==> config.mk <==
export PLATFORM = sky130hd
export DESIGN_NAME = xint_flag_ctrl
export DESIGN_NICKNAME = d
export VERILOG_FILES = /design/src/rtl/xint_pkg.sv /design/src/rtl/xint_sync.sv /design/src/rtl/xint_chan.sv /design/src/rtl/xint_regs.sv /design/src/rtl/xint_flag_ctrl.sv
export SDC_FILE = /design/constraint.sdc
export NUM_CORES = 1
export LEC_CHECK = 0
export ABC_AREA = 1
export ABC_CLOCK_PERIOD_IN_PS = 1070
export CORE_UTILIZATION = 49
export DETAILED_ROUTE_END_ITERATION = 8
export GPL_TIMING_DRIVEN = 0
export PLACE_DENSITY = 0.79
export SLEW_MARGIN = 10
export SYNTH_ARGS = -nofsm -noshare
export SYNTH_HDL_FRONTEND = slang
export SYNTH_SLANG_ARGS = --single-unit
==> constraint.sdc <==
create_clock -name clk -period 1.07 [get_ports clk]
set_input_delay 0.107 -clock clk [delete_from_list [all_inputs] [get_ports clk]]
set_output_delay 0.107 -clock clk [all_outputs]
set_load 0.01 [all_outputs]
==> src/rtl/xint_pkg.sv <==
package xint_pkg;
   localparam int XINT_REG_AW = 2;

   typedef enum logic [XINT_REG_AW-1:0] {
      XR_FLAGS = 2'd0,
      XR_MODE  = 2'd1,
      XR_POL   = 2'd2,
      XR_EN    = 2'd3
   } xint_reg_e;

   // Active-level test for one synchronised pin sample.
   function automatic logic pin_active(input logic smp, input logic pol);
      return ~(smp ^ pol);
   endfunction
endpackage

==> src/rtl/xint_sync.sv <==
module xint_sync #(
   parameter int W      = 4,
   parameter int STAGES = 2
) (
   input  logic         clk,
   input  logic         rst_n,
   input  logic [W-1:0] async_i,
   output logic [W-1:0] sync_o,
   output logic [W-1:0] dly_o
);
   if (STAGES < 2) begin : g_bad_stages
      $error("xint_sync: STAGES must be at least 2");
   end

   logic [W-1:0] stage_q [STAGES];
   logic [W-1:0] dly_q;

   for (genvar k = 0; k < STAGES; k++) begin : g_stage
      if (k == 0) begin : g_first
         always_ff @(posedge clk or negedge rst_n) begin
            if (!rst_n) stage_q[k] <= '0;
            else        stage_q[k] <= async_i;
         end
      end else begin : g_next
         always_ff @(posedge clk or negedge rst_n) begin
            if (!rst_n) stage_q[k] <= '0;
            else        stage_q[k] <= stage_q[k-1];
         end
      end
   end

   always_ff @(posedge clk or negedge rst_n) begin
      if (!rst_n) dly_q <= '0;
      else        dly_q <= stage_q[STAGES-1];
   end

   assign sync_o = stage_q[STAGES-1];
   assign dly_o  = dly_q;
endmodule

==> src/rtl/xint_chan.sv <==
module xint_chan
   import xint_pkg::*;
(
   input  logic clk,
   input  logic rst_n,
   input  logic smp_i,
   input  logic dly_i,
   input  logic mode_i,
   input  logic pol_i,
   input  logic en_i,
   input  logic clr_i,
   output logic flag_o,
   output logic irq_o
);
   logic flag_q;
   logic act;
   logic edge_hit;
   logic set_now;
   logic clr_ok;

   assign act      = pin_active(smp_i, pol_i);
   assign edge_hit = (smp_i ^ dly_i) & act;
   assign set_now  = en_i & (mode_i ? edge_hit : act);
   // A level-mode channel refuses a clear while its pin is still active.
   assign clr_ok   = clr_i & ~(~mode_i & act);

   always_ff @(posedge clk or negedge rst_n) begin
      if (!rst_n)       flag_q <= 1'b0;
      else if (set_now) flag_q <= 1'b1;
      else if (clr_ok)  flag_q <= 1'b0;
   end

   assign flag_o = flag_q;
   assign irq_o  = flag_q & en_i;
endmodule

==> src/rtl/xint_regs.sv <==
module xint_regs
   import xint_pkg::*;
#(
   parameter int NCH = 4,
   parameter int DW  = 8,
   parameter int AW  = 2
) (
   input  logic          clk,
   input  logic          rst_n,
   input  logic          we_i,
   input  logic [AW-1:0] addr_i,
   input  logic [DW-1:0] wdata_i,
   input  logic [NCH-1:0] flags_i,
   output logic [DW-1:0] rdata_o,
   output logic [NCH-1:0] clr_o,
   output logic [NCH-1:0] mode_o,
   output logic [NCH-1:0] pol_o,
   output logic [NCH-1:0] en_o
);
   localparam int PADW = DW - NCH;

   logic [NCH-1:0] mode_q, pol_q, en_q;
   logic           hit_flags, hit_mode, hit_pol, hit_en;
   logic           unused_wdata_hi;

   assign hit_flags = we_i && (addr_i == AW'(XR_FLAGS));
   assign hit_mode  = we_i && (addr_i == AW'(XR_MODE));
   assign hit_pol   = we_i && (addr_i == AW'(XR_POL));
   assign hit_en    = we_i && (addr_i == AW'(XR_EN));

   assign unused_wdata_hi = ^wdata_i[DW-1:NCH];

   always_ff @(posedge clk or negedge rst_n) begin
      if (!rst_n) begin
         mode_q <= '0;
         pol_q  <= '0;
         en_q   <= '0;
      end else begin
         if (hit_mode) mode_q <= wdata_i[NCH-1:0];
         if (hit_pol)  pol_q  <= wdata_i[NCH-1:0];
         if (hit_en)   en_q   <= wdata_i[NCH-1:0];
      end
   end

   assign clr_o  = hit_flags ? wdata_i[NCH-1:0] : '0;
   assign mode_o = mode_q;
   assign pol_o  = pol_q;
   assign en_o   = en_q;

   always_comb begin
      rdata_o = '0;
      if      (addr_i == AW'(XR_FLAGS)) rdata_o = {{PADW{1'b0}}, flags_i};
      else if (addr_i == AW'(XR_MODE))  rdata_o = {{PADW{1'b0}}, mode_q};
      else if (addr_i == AW'(XR_POL))   rdata_o = {{PADW{1'b0}}, pol_q};
      else if (addr_i == AW'(XR_EN))    rdata_o = {{PADW{1'b0}}, en_q};
   end
endmodule

==> src/rtl/xint_flag_ctrl.sv <==
module xint_flag_ctrl
   import xint_pkg::*;
#(
   parameter int NUM_CH      = 4,
   parameter int DATA_W      = 8,
   parameter int ADDR_W      = 2,
   parameter int SYNC_STAGES = 2
) (
   input  logic              clk,
   input  logic              rst_n,
   input  logic [NUM_CH-1:0] pin_i,
   input  logic              reg_we,
   input  logic [ADDR_W-1:0] reg_addr,
   input  logic [DATA_W-1:0] reg_wdata,
   output logic [DATA_W-1:0] reg_rdata,
   output logic [NUM_CH-1:0] irq_o,
   output logic              wake_o
);
   if (NUM_CH >= DATA_W) begin : g_bad_width
      $error("xint_flag_ctrl: DATA_W must exceed NUM_CH");
   end
   if (ADDR_W != XINT_REG_AW) begin : g_bad_addr
      $error("xint_flag_ctrl: ADDR_W must match the register map");
   end

   logic [NUM_CH-1:0] smp_vec, dly_vec;
   logic [NUM_CH-1:0] mode_vec, pol_vec, en_vec, clr_vec;
   logic [NUM_CH-1:0] flag_vec;

   xint_sync #(.W(NUM_CH), .STAGES(SYNC_STAGES)) u_sync (
      .clk     (clk),
      .rst_n   (rst_n),
      .async_i (pin_i),
      .sync_o  (smp_vec),
      .dly_o   (dly_vec)
   );

   xint_regs #(.NCH(NUM_CH), .DW(DATA_W), .AW(ADDR_W)) u_regs (
      .clk     (clk),
      .rst_n   (rst_n),
      .we_i    (reg_we),
      .addr_i  (reg_addr),
      .wdata_i (reg_wdata),
      .flags_i (flag_vec),
      .rdata_o (reg_rdata),
      .clr_o   (clr_vec),
      .mode_o  (mode_vec),
      .pol_o   (pol_vec),
      .en_o    (en_vec)
   );

   for (genvar i = 0; i < NUM_CH; i++) begin : g_ch
      xint_chan u_chan (
         .clk    (clk),
         .rst_n  (rst_n),
         .smp_i  (smp_vec[i]),
         .dly_i  (dly_vec[i]),
         .mode_i (mode_vec[i]),
         .pol_i  (pol_vec[i]),
         .en_i   (en_vec[i]),
         .clr_i  (clr_vec[i]),
         .flag_o (flag_vec[i]),
         .irq_o  (irq_o[i])
      );
   end

   assign wake_o = |flag_vec;
endmodule

# ---- Word level (Yosys, flattened, before mapping)
# Index checks and enable logic that the tools add are counted.
dict set report op_classes {
  n_addsub 0
  multipliers 0
  div_mod_pow 0
  order_cmp 0
  eq_ne 3
  shift 0
  muxes 17
  bitwise 40
  reduce_logical 10
}
# operator n
set ops {}
lappend ops {{8-bit 2-to-1 mux} 3}
lappend ops {{1-bit bitwise AND} 20}
lappend ops {{1-bit 2-to-1 mux} 12}
lappend ops {{1-bit NOT} 12}
lappend ops {{4-bit 2-to-1 mux} 2}
lappend ops {{2-bit nonzero test} 4}
lappend ops {{1-bit bitwise XOR} 8}
lappend ops {{2-bit equality test, second input constant} 2}
lappend ops {{1-bit logical AND} 4}
lappend ops {{4-bit OR reduction} 1}
lappend ops {{2-bit by 1-bit equality test with 1-bit output, second input constant} 1}
lappend ops {{2-bit zero test} 1}
dict set report totals {
  reg_bits 28
  latchBits 0
  ram_bits 0
  romBits 0
  input_bits 17
  out_inout_bits 13
  mem_count 0
}

# ---- Logic depth before layout (Yosys ltp)
dict set report depth {
  ltp_word 7
  mapped_depth 6
}

# ---- Hierarchy
# Synthesis repeated with hierarchy kept, for this count alone.
dict set report hier_totals {
  hier_cells 169
  area_unflattened_um2 1365.1
}
# mod instances cells_each area_per_inst_um2
set by_module_without_submodules {}
lappend by_module_without_submodules {xint_regs 1 78 653.1}
lappend by_module_without_submodules {xint_chan 4 18 92.6}
lappend by_module_without_submodules {xint_sync 1 16 330.3}
lappend by_module_without_submodules {xint_flag_ctrl 1 3 11.3}

# ---- Worst setup path after synthesis
# No wires, ideal clock.
dict set report synth_timing {
  path_kind {reg-to-reg}
  start {register u_regs.pol_q[3], in the netlist u_regs.pol_o[3]}
  end {register g_ch[3].u_chan.flag_q}
  arrival_time_ns 0.693
  t_required_ns 0.953
  slack_ns 0.261
  path_stages_with_launch 7
  n_path_buf 0
  synth_period_minus_slack_ns 0.809
  cell_sequence {dfrtp_1 > inv_1 > nand2_1 > nand3_1 > nand2_1 > nand2_1 > nand2_1}
}
dict set report synth_via {
  elab_chain_len 6
  elab_cells_between_ends 10
}
# item line_no
set synth_rtl {}
lappend synth_rtl {{from (decl)} xint_regs.sv:22} ;# logic [NCH-1:0] mode_q, pol_q, en_q;
lappend synth_rtl {{from (signal assigned)} xint_regs.sv:40} ;# if (hit_pol) pol_q <= wdata_i[NCH-1:0];
lappend synth_rtl {{1-bit bitwise XOR *} xint_pkg.sv:13} ;# return ~(smp ^ pol);
lappend synth_rtl {{1-bit NOT *} xint_pkg.sv:13}
lappend synth_rtl {{1-bit bitwise AND, on equally long branches} {xint_chan.sv:22, xint_chan.sv:25}}
lappend synth_rtl {{1-bit 2-to-1 mux / 1-bit NOT (equally long branches)} {xint_chan.sv:23, xint_chan.sv:25}}
lappend synth_rtl {{1-bit bitwise AND, on equally long branches} {xint_chan.sv:23, xint_chan.sv:25}}
lappend synth_rtl {{1-bit 2-to-1 mux / 2-bit nonzero test (equally long branches)} n/a}
lappend synth_rtl {{to (signal assigned)} xint_chan.sv:28} ;# if (!rst_n) flag_q <= 1'b0;
lappend synth_rtl {{to (signal assigned)} xint_chan.sv:29} ;# else if (set_now) flag_q <= 1'b1;
lappend synth_rtl {{to (signal assigned)} xint_chan.sv:30} ;# else if (clr_ok) flag_q <= 1'b0;
lappend synth_rtl {{to (decl)} xint_chan.sv:15} ;# logic flag_q;
# Every way passes the cells marked *; elsewhere a longest branch is shown, timed or not.
# A chain may end at the register's enable or synchronous reset.

# ---- Final worst setup path
dict set report layout_timing {
  start {register u_regs.en_q[0], in the netlist u_regs.en_o[0]}
  end {output port reg_rdata[0]}
}
dict set report layout_via {
  elab_chain_len 4
}
# item line_no
set layout_rtl {}
lappend layout_rtl {{from (decl)} xint_regs.sv:22}
lappend layout_rtl {{from (signal assigned)} xint_regs.sv:41} ;# if (hit_en) en_q <= wdata_i[NCH-1:0];
lappend layout_rtl {{4-bit 2-to-1 mux} xint_regs.sv:55} ;# else if (addr_i == AW'(XR_EN)) rdata_o = {{PADW{1'b0}}, en_q};
lappend layout_rtl {{8-bit 2-to-1 mux} xint_regs.sv:54} ;# else if (addr_i == AW'(XR_POL)) rdata_o = {{PADW{1'b0}}, pol_q};
lappend layout_rtl {{8-bit 2-to-1 mux} xint_regs.sv:53} ;# else if (addr_i == AW'(XR_MODE)) rdata_o = {{PADW{1'b0}}, mode_q};
lappend layout_rtl {{8-bit 2-to-1 mux} xint_regs.sv:52} ;# if (addr_i == AW'(XR_FLAGS)) rdata_o = {{PADW{1'b0}}, flags_i};
lappend layout_rtl {{to (decl)} xint_flag_ctrl.sv:15} ;# output logic [DATA_W-1:0] reg_rdata,
# No other way between the ends.

==> results.sh <==
export IMPL_clock_path_buffers=2
export IMPL_netlist_area_um2=1350
export IMPL_end_kind="primary output"
export IMPL_n_fill_cell=196
export IMPL_syn_avg_cell_area_um2=7.89
export IMPL_antenna_left=0
export IMPL_seqCellArea_um2=701
export IMPL_n_antenna_cell=0
export IMPL_placed_cells=225
export IMPL_slowest_stage="dfrtp_1"
export IMPL_slowest_delay_ns=0.43
export IMPL_post_route_cell_area_um2=1810
export IMPL_fmax_mhz=776
export IMPL_irDropWorstVdd_uv=1180
export IMPL_cts_buffers=3
export IMPL_cp_startpoint="u_regs.en_o[0]$_DFFE_PN0P_"
export IMPL_clkSinkCount=28
export IMPL_power_leakage_uw=0.000950
export IMPL_tightest_slew_ns=0.602
export IMPL_drive_gt1_share_pct=30.1
export IMPL_avgRoutedWirePerCell_um=11.8
export IMPL_dpl_cell_area_um2=1610
export IMPL_cts_root_buffer="clkbuf_4"
export IMPL_cp_cell_sequence="buf_6 > nand2_2 > nand4_1 > buf_2"
export IMPL_synth_distinct_cells=16
export IMPL_layout_setup_ws_ns=-0.219
export IMPL_r2r_start="u_regs.pol_o[2]$_DFFE_PN0P_"
export IMPL_multiInputGateArea_um2=547
export IMPL_yosys_area_top_type_share_pct=51.9
export IMPL_path_class="flip-flop to primary output"
export IMPL_start_util_pct=53.0
export IMPL_yosysWarnings=0
export IMPL_status="complete, but fails checks"
export IMPL_grt_first_pass_wirelength_um=4740
export IMPL_portBuffers=21
export IMPL_rows=18
export IMPL_fin_skew_ns=0.0108
export IMPL_antenna_found_initial=0
export IMPL_hp_class="input pin to flip-flop"
export IMPL_die_h_um=54.5
export IMPL_total_power_uw=2740
export IMPL_cap_violations=0
export IMPL_cts_tree="built"
export IMPL_grt_total_usage_pct=22.6
export IMPL_violations="setup timing"
export IMPL_core_area_um2=2540
export IMPL_clk_insertion_delay_late_ns=0.32
export IMPL_crit_arrival_ns=1.18
export IMPL_grt_max_degree=29
export IMPL_min_from="pin_i[0]"
export IMPL_layout_cells_non_filler=246
export IMPL_viasPerCell=5.02
export IMPL_rsz0062_at_grt="true"
export IMPL_hold_viol=0
export IMPL_period_share_pct=120
export IMPL_fin_nets=234
export IMPL_dieWidth_um=54.5
export IMPL_finalSetupTns_ns=-1.01
export IMPL_ys_ff_latch=28
export IMPL_cts_htree_levels=1
export IMPL_synth_top_cell_by_area="dfrtp_1"
export IMPL_cp_max_fo=2
export IMPL_synth_area_leaders="dfrtp_1 52%, nand2_1 18%, inv_1 5.6%"
export IMPL_critPathLaunchType="flip-flop"
export IMPL_place_gp_congestion=0.792
export IMPL_clkTransAtPathRegs_ns=0.14
export IMPL_utilization_pct=71.3
export IMPL_dpl_hpwl_um=1930
export IMPL_slew_violations=0
export IMPL_ys_seq_area_share_pct=51.9
export IMPL_pin_count=30
export IMPL_slew_headroom_pct=59.9
export IMPL_syn_inst=171
export IMPL_drt_iter0_markers=48
export IMPL_grt_pass1_vias=1135
export IMPL_firstDrtPassIters=4
export IMPL_power_density_nw_per_um2=1510
export IMPL_vias=1236
export IMPL_setup_violations=8
export IMPL_critPathRequiredTime_ns=0.96
export IMPL_dieArea_um2=2970
export IMPL_gr_total_overflow=0
export IMPL_wl_um=2920
export IMPL_fin_crit_ns=1.29
export IMPL_syn_to_final_growth_pct=34.5
export IMPL_remaining_drc_errors=0
where the power goes:
group	internal, µW	switching [µW]	total (µW)
combinational	495	452	947
clock	208	285	493
sequential	1190	109	1300
total	1900	846	2740
final cells by class:
cell class                      instances  share of cell area [%]
Tap cell                               30                    2.07
Clock buffer                            4                    2.00
Buffer                                  4                    1.66
Sequential cell                        28                    38.6
Timing Repair Buffer                   42                    20.8
Inverter                               23                    4.76
Multi-Input combinational cell        115                    30.1
final timing paths:
path | end | slack [ns] | cells after the start
worst max-delay path | reg_rdata[0] | -0.22 | 4
worst min-delay path | u_sync.stage_q[4]$_DFF_PN0_ | 0.21 | 1
worst max register to register | g_ch[2].u_chan.flag_o$_DFFE_PN0P_ | 0 | 8
worst min register to register | u_sync.sync_o[3]$_DFF_PN0_ | 0.36 | 0
max in group asynchronous | u_regs.en_o[2]$_DFFE_PN0P_ | 0.36 | 2
min in group asynchronous | u_regs.mode_o[2]$_DFFE_PN0P_ | 0.31 | 2
critical path, delay by kind of cell, from the launching register on:
kind	cells	cell delay [ns]
buffers and inverters	2	0.28
flip-flops	1	0.43
AND/OR/NAND/NOR	2	0.15
kinds of logic (layout without fill, tap and decap cells):
kind of cell    Yosys count  in the layout  synth area share (%)
compound gates           16             16                  6.22
buf+inv                  31             73                  10.9
flops                    28             28                  51.9
other cells               1              4                 0.278
simple gates             95             95                  30.7
state kept, by name, summed over array words and instances (netlist names):
signal / flops
g_ch.u_chan.flag_o: 4
u_regs.pol_o: 4
u_regs.en_o: 4
u_sync.dly_o: 4
u_regs.mode_o: 4
u_sync.sync_o: 4
u_sync.stage_q: 4
synth_stat cells:
library cell and number:
nand3_1 8, nand2_1 66, o21ai_1 11, inv_2 3, nand2_2 2, nand4_1 4
o21ai_0 4, buf_4 8, nor2_1 10, o21ai_2 1, conb_1 1, dfrtp_1 28
nor2_2 1, nor2_4 2, nand2_4 2, inv_1 20
cell usage in the layout, fill, tap and decap left out, drive strengths merged:
master | synthesis | layout
conb | 1 | 4
nand2 | 70 | 70
inv | 23 | 23
o21ai | 16 | 16
dfrtp | 28 | 28
clkbuf | 0 | 4
dlygate4sd3 | 0 | 1
nor2 | 13 | 13
clkdlybuf4s50 | 0 | 9
buf | 8 | 34
nand3 | 8 | 8
nand4 | 4 | 4
dlygate4sd2 | 0 | 2
per-layer routing:
metal  vias up  wire [µm]  global-route usage, %
met2        54       1510                   40.7
met5         -          0                      0
met1       574       1230                   28.0
met3         2        163                   2.50
li1        606          -                      -
met4         0         13                   7.69
stage by stage:
step	hold slack, ns	worst slack [ns]
floorplan	-0.189	0.261
global placement	0.332	-0.681
detailed placement	0.336	-0.693
CTS	0.162	-0.223
global route	0.194	-0.258
finish	0.214	-0.219
repair_timing:
| action | in CTS | in global routing |
|---|---|---|
| endpoints found under the hold margin | 0 | 28 |
| hold buffers | 0 | 1 |
| cloned | 0 | 0 |
| pin swaps | 11 | 4 |
| gates resized for setup | 50 | 19 |
| setup endpoints to repair | 39 | 11 |
| setup buffers | 18 | 2 |
No activity file was read; power rests on OpenSTA's default activity.
